### config.mk
export PLATFORM = sky130hd
export DESIGN_NAME = tac_sequencer
export DESIGN_NICKNAME = d
export VERILOG_FILES = /design/src/rtl/tac_pkg.sv /design/src/rtl/tac_timer.sv /design/src/rtl/tac_adc_reader.sv /design/src/rtl/tac_sequencer.sv
export SDC_FILE = /design/constraint.sdc
export NUM_CORES = 1
export LEC_CHECK = 0
export CELL_PAD_IN_SITES_DETAIL_PLACEMENT = 0
export CELL_PAD_IN_SITES_GLOBAL_PLACEMENT = 1
export CORE_UTILIZATION = 42
export CTS_CLUSTER_SIZE = 30
export DETAILED_ROUTE_END_ITERATION = 12
export MAX_ROUTING_LAYER = met4
export PLACE_DENSITY_LB_ADDON = 0.1
export SLEW_MARGIN = 20
export SYNTH_ARGS = -nofsm -noshare
export SYNTH_HDL_FRONTEND = slang
export SYNTH_SLANG_ARGS = --single-unit
### constraint.sdc
create_clock -name clk -period 3.3 [get_ports clk]
set_input_delay 0.66 -clock clk [delete_from_list [all_inputs] [get_ports clk]]
set_output_delay 0.66 -clock clk [all_outputs]
set_load 0.02 [all_outputs]
### src/rtl/tac_pkg.sv
package tac_pkg;

    localparam int FRAME_BITS = 16;
    localparam int CODE_BITS  = 12;

    typedef enum logic [2:0] {
        ST_IDLE,
        ST_CHARGING,
        ST_SETTLE,
        ST_CONVERT,
        ST_DISCHARGE
    } tac_state_e;

    typedef struct packed {
        logic [CODE_BITS-1:0] code;
        logic                 valid;
    } tac_result_t;

    function automatic logic busy_state(input tac_state_e s);
        return s != ST_IDLE;
    endfunction

endpackage

### src/rtl/tac_timer.sv
module tac_timer #(
    parameter int CNT_W = 16
) (
    input  logic             clk,
    input  logic             rst,
    input  logic             load,
    input  logic [CNT_W-1:0] load_val,
    output logic             expired
);
    logic [CNT_W-1:0] cnt_q;

    always_ff @(posedge clk) begin
        if (rst)
            cnt_q <= '0;
        else if (load)
            cnt_q <= load_val;
        else if (cnt_q != '0)
            cnt_q <= cnt_q - CNT_W'(1);
    end

    // a count of zero or one ends the interval in the current clock
    assign expired = (cnt_q <= CNT_W'(1));

    AST_TIMER_NO_WRAP: assert property (@(posedge clk) disable iff (rst)
        (!load && cnt_q == '0) |=> (cnt_q == '0));

endmodule

### src/rtl/tac_adc_reader.sv
module tac_adc_reader #(
    parameter int FRAME_BITS = 16,
    parameter int CODE_BITS  = 12,
    parameter int SCLK_HALF  = 2
) (
    input  logic                 clk,
    input  logic                 rst,
    input  logic                 start,
    input  logic                 miso,
    output logic                 cs_n,
    output logic                 sclk,
    output logic                 done,
    output logic [CODE_BITS-1:0] data
);
    localparam int DIV_W = $clog2(SCLK_HALF) + 1;
    localparam int BIT_W = $clog2(FRAME_BITS);

    logic                  busy_q;
    logic                  sclk_q;
    logic [DIV_W-1:0]      div_q;
    logic [BIT_W-1:0]      falls_q;
    logic [FRAME_BITS-1:0] shreg_q;

    always_ff @(posedge clk) begin
        if (rst) begin
            busy_q  <= 1'b0;
            sclk_q  <= 1'b0;
            div_q   <= '0;
            falls_q <= '0;
            shreg_q <= '0;
            done    <= 1'b0;
            data    <= '0;
        end else begin
            done <= 1'b0;
            if (!busy_q) begin
                busy_q  <= start;
                div_q   <= '0;
                falls_q <= '0;
                sclk_q  <= 1'b0;
            end else if (div_q == DIV_W'(SCLK_HALF - 1)) begin
                div_q  <= '0;
                sclk_q <= ~sclk_q;
                if (!sclk_q) begin
                    shreg_q <= {shreg_q[FRAME_BITS-2:0], miso};
                end else if (falls_q == BIT_W'(FRAME_BITS - 1)) begin
                    busy_q <= 1'b0;
                    done   <= 1'b1;
                    data   <= shreg_q[CODE_BITS-1:0];
                end else begin
                    falls_q <= falls_q + BIT_W'(1);
                end
            end else begin
                div_q <= div_q + DIV_W'(1);
            end
        end
    end

    assign cs_n = ~busy_q;
    assign sclk = sclk_q;

    AST_SCLK_IN_FRAME: assert property (@(posedge clk) disable iff (rst)
        sclk |-> !cs_n);
    AST_DONE_ENDS_FRAME: assert property (@(posedge clk) disable iff (rst)
        done |-> (cs_n && !sclk));

endmodule

### src/rtl/tac_sequencer.sv
module tac_sequencer
    import tac_pkg::*;
#(
    parameter int CNT_W     = 16,
    parameter int SCLK_HALF = 2
) (
    input  logic                 clk,
    input  logic                 rst,
    input  logic                 start_evt,
    input  logic                 stop_evt,
    input  logic [CNT_W-1:0]     settle_cycles,
    input  logic [CNT_W-1:0]     discharge_cycles,
    input  logic                 adc_miso,
    output logic                 charge_en,
    output logic                 discharge,
    output logic                 adc_cs_n,
    output logic                 adc_sclk,
    output logic [CODE_BITS-1:0] result_code,
    output logic                 result_valid,
    output logic                 overrun
);
    tac_state_e           state_q, state_d;
    logic                 t_load, t_expired;
    logic [CNT_W-1:0]     t_val;
    logic                 conv_start, rd_done;
    logic [CODE_BITS-1:0] rd_data;
    tac_result_t          res_q;
    logic                 ovr_q;

    always_comb begin
        state_d    = state_q;
        t_load     = 1'b0;
        t_val      = settle_cycles;
        conv_start = 1'b0;
        unique case (state_q)
            ST_IDLE:     if (start_evt) state_d = ST_CHARGING;
            ST_CHARGING: if (stop_evt) begin
                state_d = ST_SETTLE;
                t_load  = 1'b1;
                t_val   = settle_cycles;
            end
            ST_SETTLE:   if (t_expired) begin
                state_d    = ST_CONVERT;
                conv_start = 1'b1;
            end
            ST_CONVERT:  if (rd_done) begin
                state_d = ST_DISCHARGE;
                t_load  = 1'b1;
                t_val   = discharge_cycles;
            end
            ST_DISCHARGE: if (t_expired) state_d = ST_IDLE;
            default:     state_d = ST_IDLE;
        endcase
    end

    always_ff @(posedge clk) begin
        if (rst) begin
            state_q <= ST_IDLE;
            res_q   <= '0;
            ovr_q   <= 1'b0;
        end else begin
            state_q     <= state_d;
            res_q.valid <= 1'b0;
            if (state_q == ST_CONVERT && rd_done) begin
                res_q.code  <= rd_data;
                res_q.valid <= 1'b1;
            end
            if (start_evt && busy_state(state_q))
                ovr_q <= 1'b1;
        end
    end

    tac_timer #(.CNT_W(CNT_W)) i_timer (
        .clk      (clk),
        .rst      (rst),
        .load     (t_load),
        .load_val (t_val),
        .expired  (t_expired)
    );

    tac_adc_reader #(
        .FRAME_BITS (FRAME_BITS),
        .CODE_BITS  (CODE_BITS),
        .SCLK_HALF  (SCLK_HALF)
    ) i_reader (
        .clk   (clk),
        .rst   (rst),
        .start (conv_start),
        .miso  (adc_miso),
        .cs_n  (adc_cs_n),
        .sclk  (adc_sclk),
        .done  (rd_done),
        .data  (rd_data)
    );

    assign charge_en    = (state_q == ST_CHARGING);
    assign discharge    = (state_q == ST_DISCHARGE);
    assign result_code  = res_q.code;
    assign result_valid = res_q.valid;
    assign overrun      = ovr_q;

    AST_CHARGE_ON_START: assert property (@(posedge clk) disable iff (rst)
        (state_q == ST_IDLE && start_evt) |=> charge_en);
    AST_STOP_IGNORED: assert property (@(posedge clk) disable iff (rst)
        (state_q == ST_IDLE && stop_evt && !start_evt) |=> !charge_en);
    AST_VALID_ONE_CLOCK: assert property (@(posedge clk) disable iff (rst)
        result_valid |=> !result_valid);
    AST_VALID_WITH_DISCHARGE: assert property (@(posedge clk) disable iff (rst)
        result_valid |-> (discharge && !$past(discharge)));
    AST_DISCHARGE_EXCLUSIVE: assert property (@(posedge clk) disable iff (rst)
        discharge |-> (!charge_en && adc_cs_n));
    AST_OVERRUN_STICKY: assert property (@(posedge clk) disable iff (rst)
        overrun |=> overrun);

endmodule

# After elaboration in Yosys (flattened, before gate mapping)
# Index checks and enable logic that the tools add are counted.
# Widths: inputs -> output; s select.
classes:
  reduce_logical: 13
  eq_ne: 11
  bitwise: 4
  n_mux: 21
  order_cmp: 1
  add_sub_neg: 3
ops:
  columns: ["cell", "count"]
  rows:
  - ["$mux 16", 4]
  - ["$le 16x1->1 const B", 1]
  - ["$reduce_bool 16->1", 1]
  - ["$sub 16x1->16 const B", 1]
  - ["$mux 3", 5]
  - ["$pmux 3 s5", 1]
  - ["$mux 1", 10]
  - ["$eq 3x2->1 const B", 2]
  - ["$ne 2x1->1 const B", 3]
  - ["$reduce_and 3->1", 2]
  - ["$reduce_and 5->1", 1]
  - ["$add 4x1->4 const B", 1]
  - ["$eq 4x4->1 const B", 1]
  - ["$ne 2x2->1 const B", 2]
  - ["$not 1->1", 4]
  - ["$reduce_and 4->1", 1]
  - ["$reduce_or 4->1", 1]
  - ["$eq 3x1->1 const B", 1]
  - ["$eq 3x3->1 const B", 1]
  - ["$logic_not 3->1", 1]
  - ["$reduce_bool 3->1", 1]
  - ["$reduce_or 3->1", 1]
  - ["$add 2x1->2 const B", 1]
  - ["$eq 2x1->1 const B", 1]
  - ["4 further kinds", 5]
totals:
  output_inout_bits: 18
  wordCells: 65
  inputBits: 37
  regBits: 66

# Depth between registers and ports, before layout
depth:
  depth_word: 5
  mapped_depth: 8
  depth_no_buf: 6

# Cells and area by module
# A second synthesis with hierarchy kept.
hier_totals:
  cells_unflattened: 380
  area_unflattened_um2: 3201.8
modules_own_cells:
  columns: ["module", "seq_area_each_um2", "cells_per_inst", "n_inst", "area_per_inst_um2"]
  rows:
  - ["tac_adc_reader", 660.6, 132, 1, 1360.1]
  - ["tac_timer", 320.3, 115, 1, 935.9]
  - ["tac_sequencer", 340.3, 133, 1, 905.9]

# Worst setup path after synthesis
# Ideal clock, no wire load.
synth_path:
  path_kind: "input port to flip-flop"
  startpoint: "input port stop_evt"
  endpoint: "register i_timer.cnt_q[4]"
  required_time_ps: 3213
  path_buffers: 2
  arrival_time_ps: 1815
  setup_slack_ps: 1398
  setup_time_ps: 87
  path_stages: 6
  path_cell_list: "mux2i_1 > or2_2 > clkbuf_1 > buf_1 > o2111ai_1 > o31ai_1"
synth_between:
  elab_chain_len: 3
  elab_cells_between_ends: 4
synth_rtl:
  columns: ["element", "line_no", "source"]
  rows:
  - ["start: declaration", "tac_sequencer.sv:10", "input logic stop_evt,"]
  - ["$mux 1 *", "tac_sequencer.sv:37", "ST_CHARGING: if (stop_evt) begin"]
  - ["$pmux 1 s2 *", "tac_sequencer.sv:35", "unique case (state_q)"]
  - ["$mux 16 / $reduce_bool 2->1 (equally long branches)", null, null]
  - ["end signal: assignment", "tac_timer.sv:16", "cnt_q <= load_val;"]
  - ["end signal: assignment", "tac_timer.sv:18", "cnt_q <= cnt_q - CNT_W'(1);"]
  - ["end: declaration", "tac_timer.sv:10", "logic [CNT_W-1:0] cnt_q;"]
# Every way passes the cells marked *; elsewhere a longest branch is shown, timed or not.
# A chain may end at the register's enable or synchronous reset.

# Worst setup path in the final report
layout_path:
  startpoint: "register state_q[0]"
  endpoint: "output port charge_en"
layout_between:
  elab_chain_len: 1
layout_rtl:
  columns: ["element", "line_no", "source"]
  rows:
  - ["start: declaration", "tac_sequencer.sv:22", "tac_state_e state_q, state_d;"]
  - ["start signal: assignment", "tac_sequencer.sv:62", "state_q <= state_d;"]
  - ["$eq 3x1->1", "tac_sequencer.sv:96", "assign charge_en = (state_q == ST_CHARGING);"]
  - ["end: declaration", "tac_sequencer.sv:14", "output logic charge_en,"]
# No other way between the ends.

==> results.json <==
{
  "status": "complete, no violations",
  "final_max_slew_viol_count": 0,
  "grt_first_pass_wirelength_um": 11600,
  "synthTopCellsByCount": "nand2_1, dfxtp_1, a21oi_1, nor2_1, clkbuf_1",
  "timing.final.crit_period_ns": 2.48,
  "track_usage_pct": 20.5,
  "maxSlewHeadroom_pct": 42.5,
  "n_antenna_cell": 0,
  "synth.net_count": 405,
  "dieHeight_um": 87.5,
  "core_area_um2": 6940,
  "synth_edf_count": 0,
  "row_count": 30,
  "synth_top_cell_by_area": "dfxtp_1",
  "drtIter0Drc": 83,
  "crit_path_top_delay_cell": "clkdlybuf4s50_1",
  "clk_pin_slew_ns": 0.08,
  "place_hpwl_um": 4750,
  "cts-root-buf": "clkbuf_8",
  "drc": 0,
  "wl_um": 6950,
  "top_usage_layer": "met2",
  "vias_per_cell": 5.14,
  "slowest_delay_ns": 0.61,
  "drive_gt1_share_pct": 10.0,
  "cts_setup_buffers": 0,
  "routedWlPerCell_um": 13.7,
  "drt_first_pass_iters": 4,
  "ys_types": 49,
  "fin_crit_sh_pct": 75.1,
  "globalplace.congestion": 0.814,
  "synthTopCellsByArea": "dfxtp_1, nand2_1, a21oi_1, mux2i_1, xnor2_1",
  "synth_compound_area_share_pct": 13.8,
  "net-switching-power_uw": 817,
  "path_class": "reg -> out",
  "powerDensity_nw_per_um2": 608,
  "synth_top_family_by_area": "simple AND/OR/NAND/NOR gates",
  "die_x_um": 87.5,
  "ant_nets": 0,
  "synth.most_common_cell": "nand2_1",
  "grt_util_met1_pct": 23.4,
  "setup_viol": 0,
  "cp-start-kind": "flop",
  "fin_nets": 447,
  "grt_pass1_vias": 2456,
  "power_leakage_nw": 1.45,
  "synthArstFlopShare_pct": 0,
  "synthMuxAreaShare_pct": 4.56,
  "p_clk_share_pct": 26.7,
  "postSynthAreaPerCell_um2": 8.46,
  "dieArea_um2": 7660,
  "p_comb_share_pct": 30.4,
  "clock-skew-final_ns": 0.00956,
  "synth_xor_area_share_pct": 4.56,
  "fillers": 659,
  "cts_buffers": 9,
  "postCtsHoldBufs": 0,
  "yosysTopAreaCellShare_pct": 43.0,
  "cts_tree": "built",
  "worstPathMaxFanout": 13,
  "grt_overflow_total": 0,
  "grt_antenna_before_repair": 0,
  "worstHoldPathType": "reg -> reg",
  "synth_fa_ha_area_share_pct": 2.04,
  "synth-simple-area-share_pct": 27.4,
  "crit_arrival_ns": 1.82,
  "ys_seq_elements": 66,
  "p_int_mw": 1.51,
  "fin_tns_setup_ns": 0,
  "vdd.ir_drop.worst_v": 0.000329,
  "worstMarginPinSlew_ns": 0.859,
  "worstPathCellList": "nand2b_1, nor2_1, clkdlybuf4s50_1",
  "initial_core_util_pct": 44.2,
  "clk_latency_ns": 0.35,
  "end_kind": "output port",
  "maxCapViolCount": 0,
  "num_io_pins": 55,
  "switching_share_pct": 35.2,
  "syn_area_um2": 3070,
  "syn_inst": 363,
  "synthToLayoutAreaGrowth_pct": 24.4,
  "whs_ns": 0.426,
  "fmax_mhz": 404,
  "numPortBuffers": 54,
  "synth_warnings": 0,
  "yosysSeqAreaShare_pct": 43.0,
  "h-tree-depth": 3,
  "min_from": "i_reader.div_q[0]$_SDFF_PP0_",
  "grt_max_degree": 43,
  "clockBufferDepth": 2,
  "r2r_start": "i_timer.cnt_q[9]$_SDFFE_PP0P_",
  "rsz0062_at_grt": "false",
  "power_frac_seq_pct": 42.9,
  "clock-sinks": 66,
  "use_met3_pct": 6.07,
  "finalHoldViolCount": 0,
  "crit_required_ns": 2.64,
  "worstSetupStartpoint": "state_q[0]$_SDFFE_PP0P_",
  "ys.flop_type": "dfxtp_1",
  "p_total_mw": 2.32,
  "grt_use_met2_pct": 34.2,
  "cts-resized-gates": 0,
  "vias": 2600
}
flip-flops by register name, summed over array words and instances, names as in the netlist:
register	cells
i_reader.div_q	2
result_valid	1
i_reader.sclk	1
i_reader.shreg_q	12
state_q	3
i_timer.cnt_q	16
overrun	1
result_code	12
i_reader.busy_q	1
i_reader.falls_q	4
i_reader.data	12
i_reader.done	1
layout make-up:
cell class / count / area (µm²) / area share (%)
clock inverter: 7 / 55.1 / 1.44
inverter: 6 / 22.5 / 0.589
multi-input combinational: 264 / 1610 / 42.1
tap: 96 / 120 / 3.14
clock buffer: 9 / 124 / 3.24
sequential: 66 / 1320 / 34.6
timing repair buffer: 58 / 571 / 14.9
cell usage in the layout (no fill, tap or decap), types with 2 or more instances in the layout:
cell type        synthesis  final
a31oi_1                  2      2
nor4_1                   2      2
o21ai_0                  2      2
nand2b_1                 3      3
o31ai_1                  2      2
a21oi_1                 31     31
xnor2_1                 13     13
nand3_1                  6      6
nand4_1                  2      2
nor3_1                   6      6
dfxtp_1                 66     66
nand2_1                 79     79
a211oi_1                 8      8
clkinv_4                 0      3
ha_1                     5      5
or2_2                    3      3
nor2_1                  28     28
nor4_2                   7      7
clkinvlp_4               0      2
or4_1                    2      2
clkbuf_8                 0      9
buf_4                    0      4
nor3b_1                  3      3
and3_1                  15     15
clkdlybuf4s50_1          0     54
or3_1                    3      3
mux2i_1                 14     14
a211oi_2                 5      5
xor2_1                   3      3
inv_1                    6      6
worst max-delay path, delay by kind of cell (launching register included):
family	cells	cell delay (ns)
buf+inv	1	0.61
flops	1	0.55
simple gates	2	0.32
metrics by stage:
| stage | util [%] | std cells | instance area (µm²) | setup WS [ns] |
|---|---|---|---|---|
| floorplan | - | 363 | 3070 | 1.40 |
| CTS | 55.0 | 506 | 3820 | 0.794 |
| global placement | 52.5 | 490 | 3640 | 0.944 |
| global route | 55.0 | 506 | 3820 | 0.678 |
| finish | 55.0 | 506 | 3820 | 0.823 |
| detailed placement | 52.5 | 490 | 3640 | 0.877 |
final timing paths:
kind / end / slack [ns] / cells after the start
setup reg to reg: i_timer.cnt_q[8]$_SDFFE_PP0P_ / 1.05 / 4
hold / removal: i_reader.div_q[0]$_SDFF_PP0_ / 0.43 / 1
setup / recovery: charge_en / 0.82 / 3
hold reg to reg: i_reader.div_q[0]$_SDFF_PP0_ / 0.43 / 1
per-layer routing:
metal / vias to the layer above / part of all wire, %
li1: 1334 / -
met1: 1223 / 44
met2: 32 / 51
met3: 11 / 3.0
met4: 0 / 1.4
met5: - / 0
kinds of logic (layout without fill, tap and decap cells):
family                   Yosys count  after routing
adder cells (fa/ha/maj)            5              5
XOR/XNOR                          16             16
AO/OA/AOI/OAI                     62             62
buffers and inverters             33             80
AND/OR/NAND/NOR                  167            167
flip-flops                        66             66
multiplexers                      14             14
power by group through the flow:
| stage | sequential [mW] | clock [mW] | combinational (mW) |
|---|---|---|---|
| final | 0.998 | 0.620 | 0.706 |
| after global routing | 1.01 | 0.680 | 0.787 |
| after CTS | 0.993 | 0.641 | 0.713 |
| after detailed placement | 1.01 | 0 | 0.712 |
| after global placement | 1.01 | 0 | 0.704 |
| after floorplan | 0.965 | 0 | 0.615 |
(Power assumes the default switching activity.)
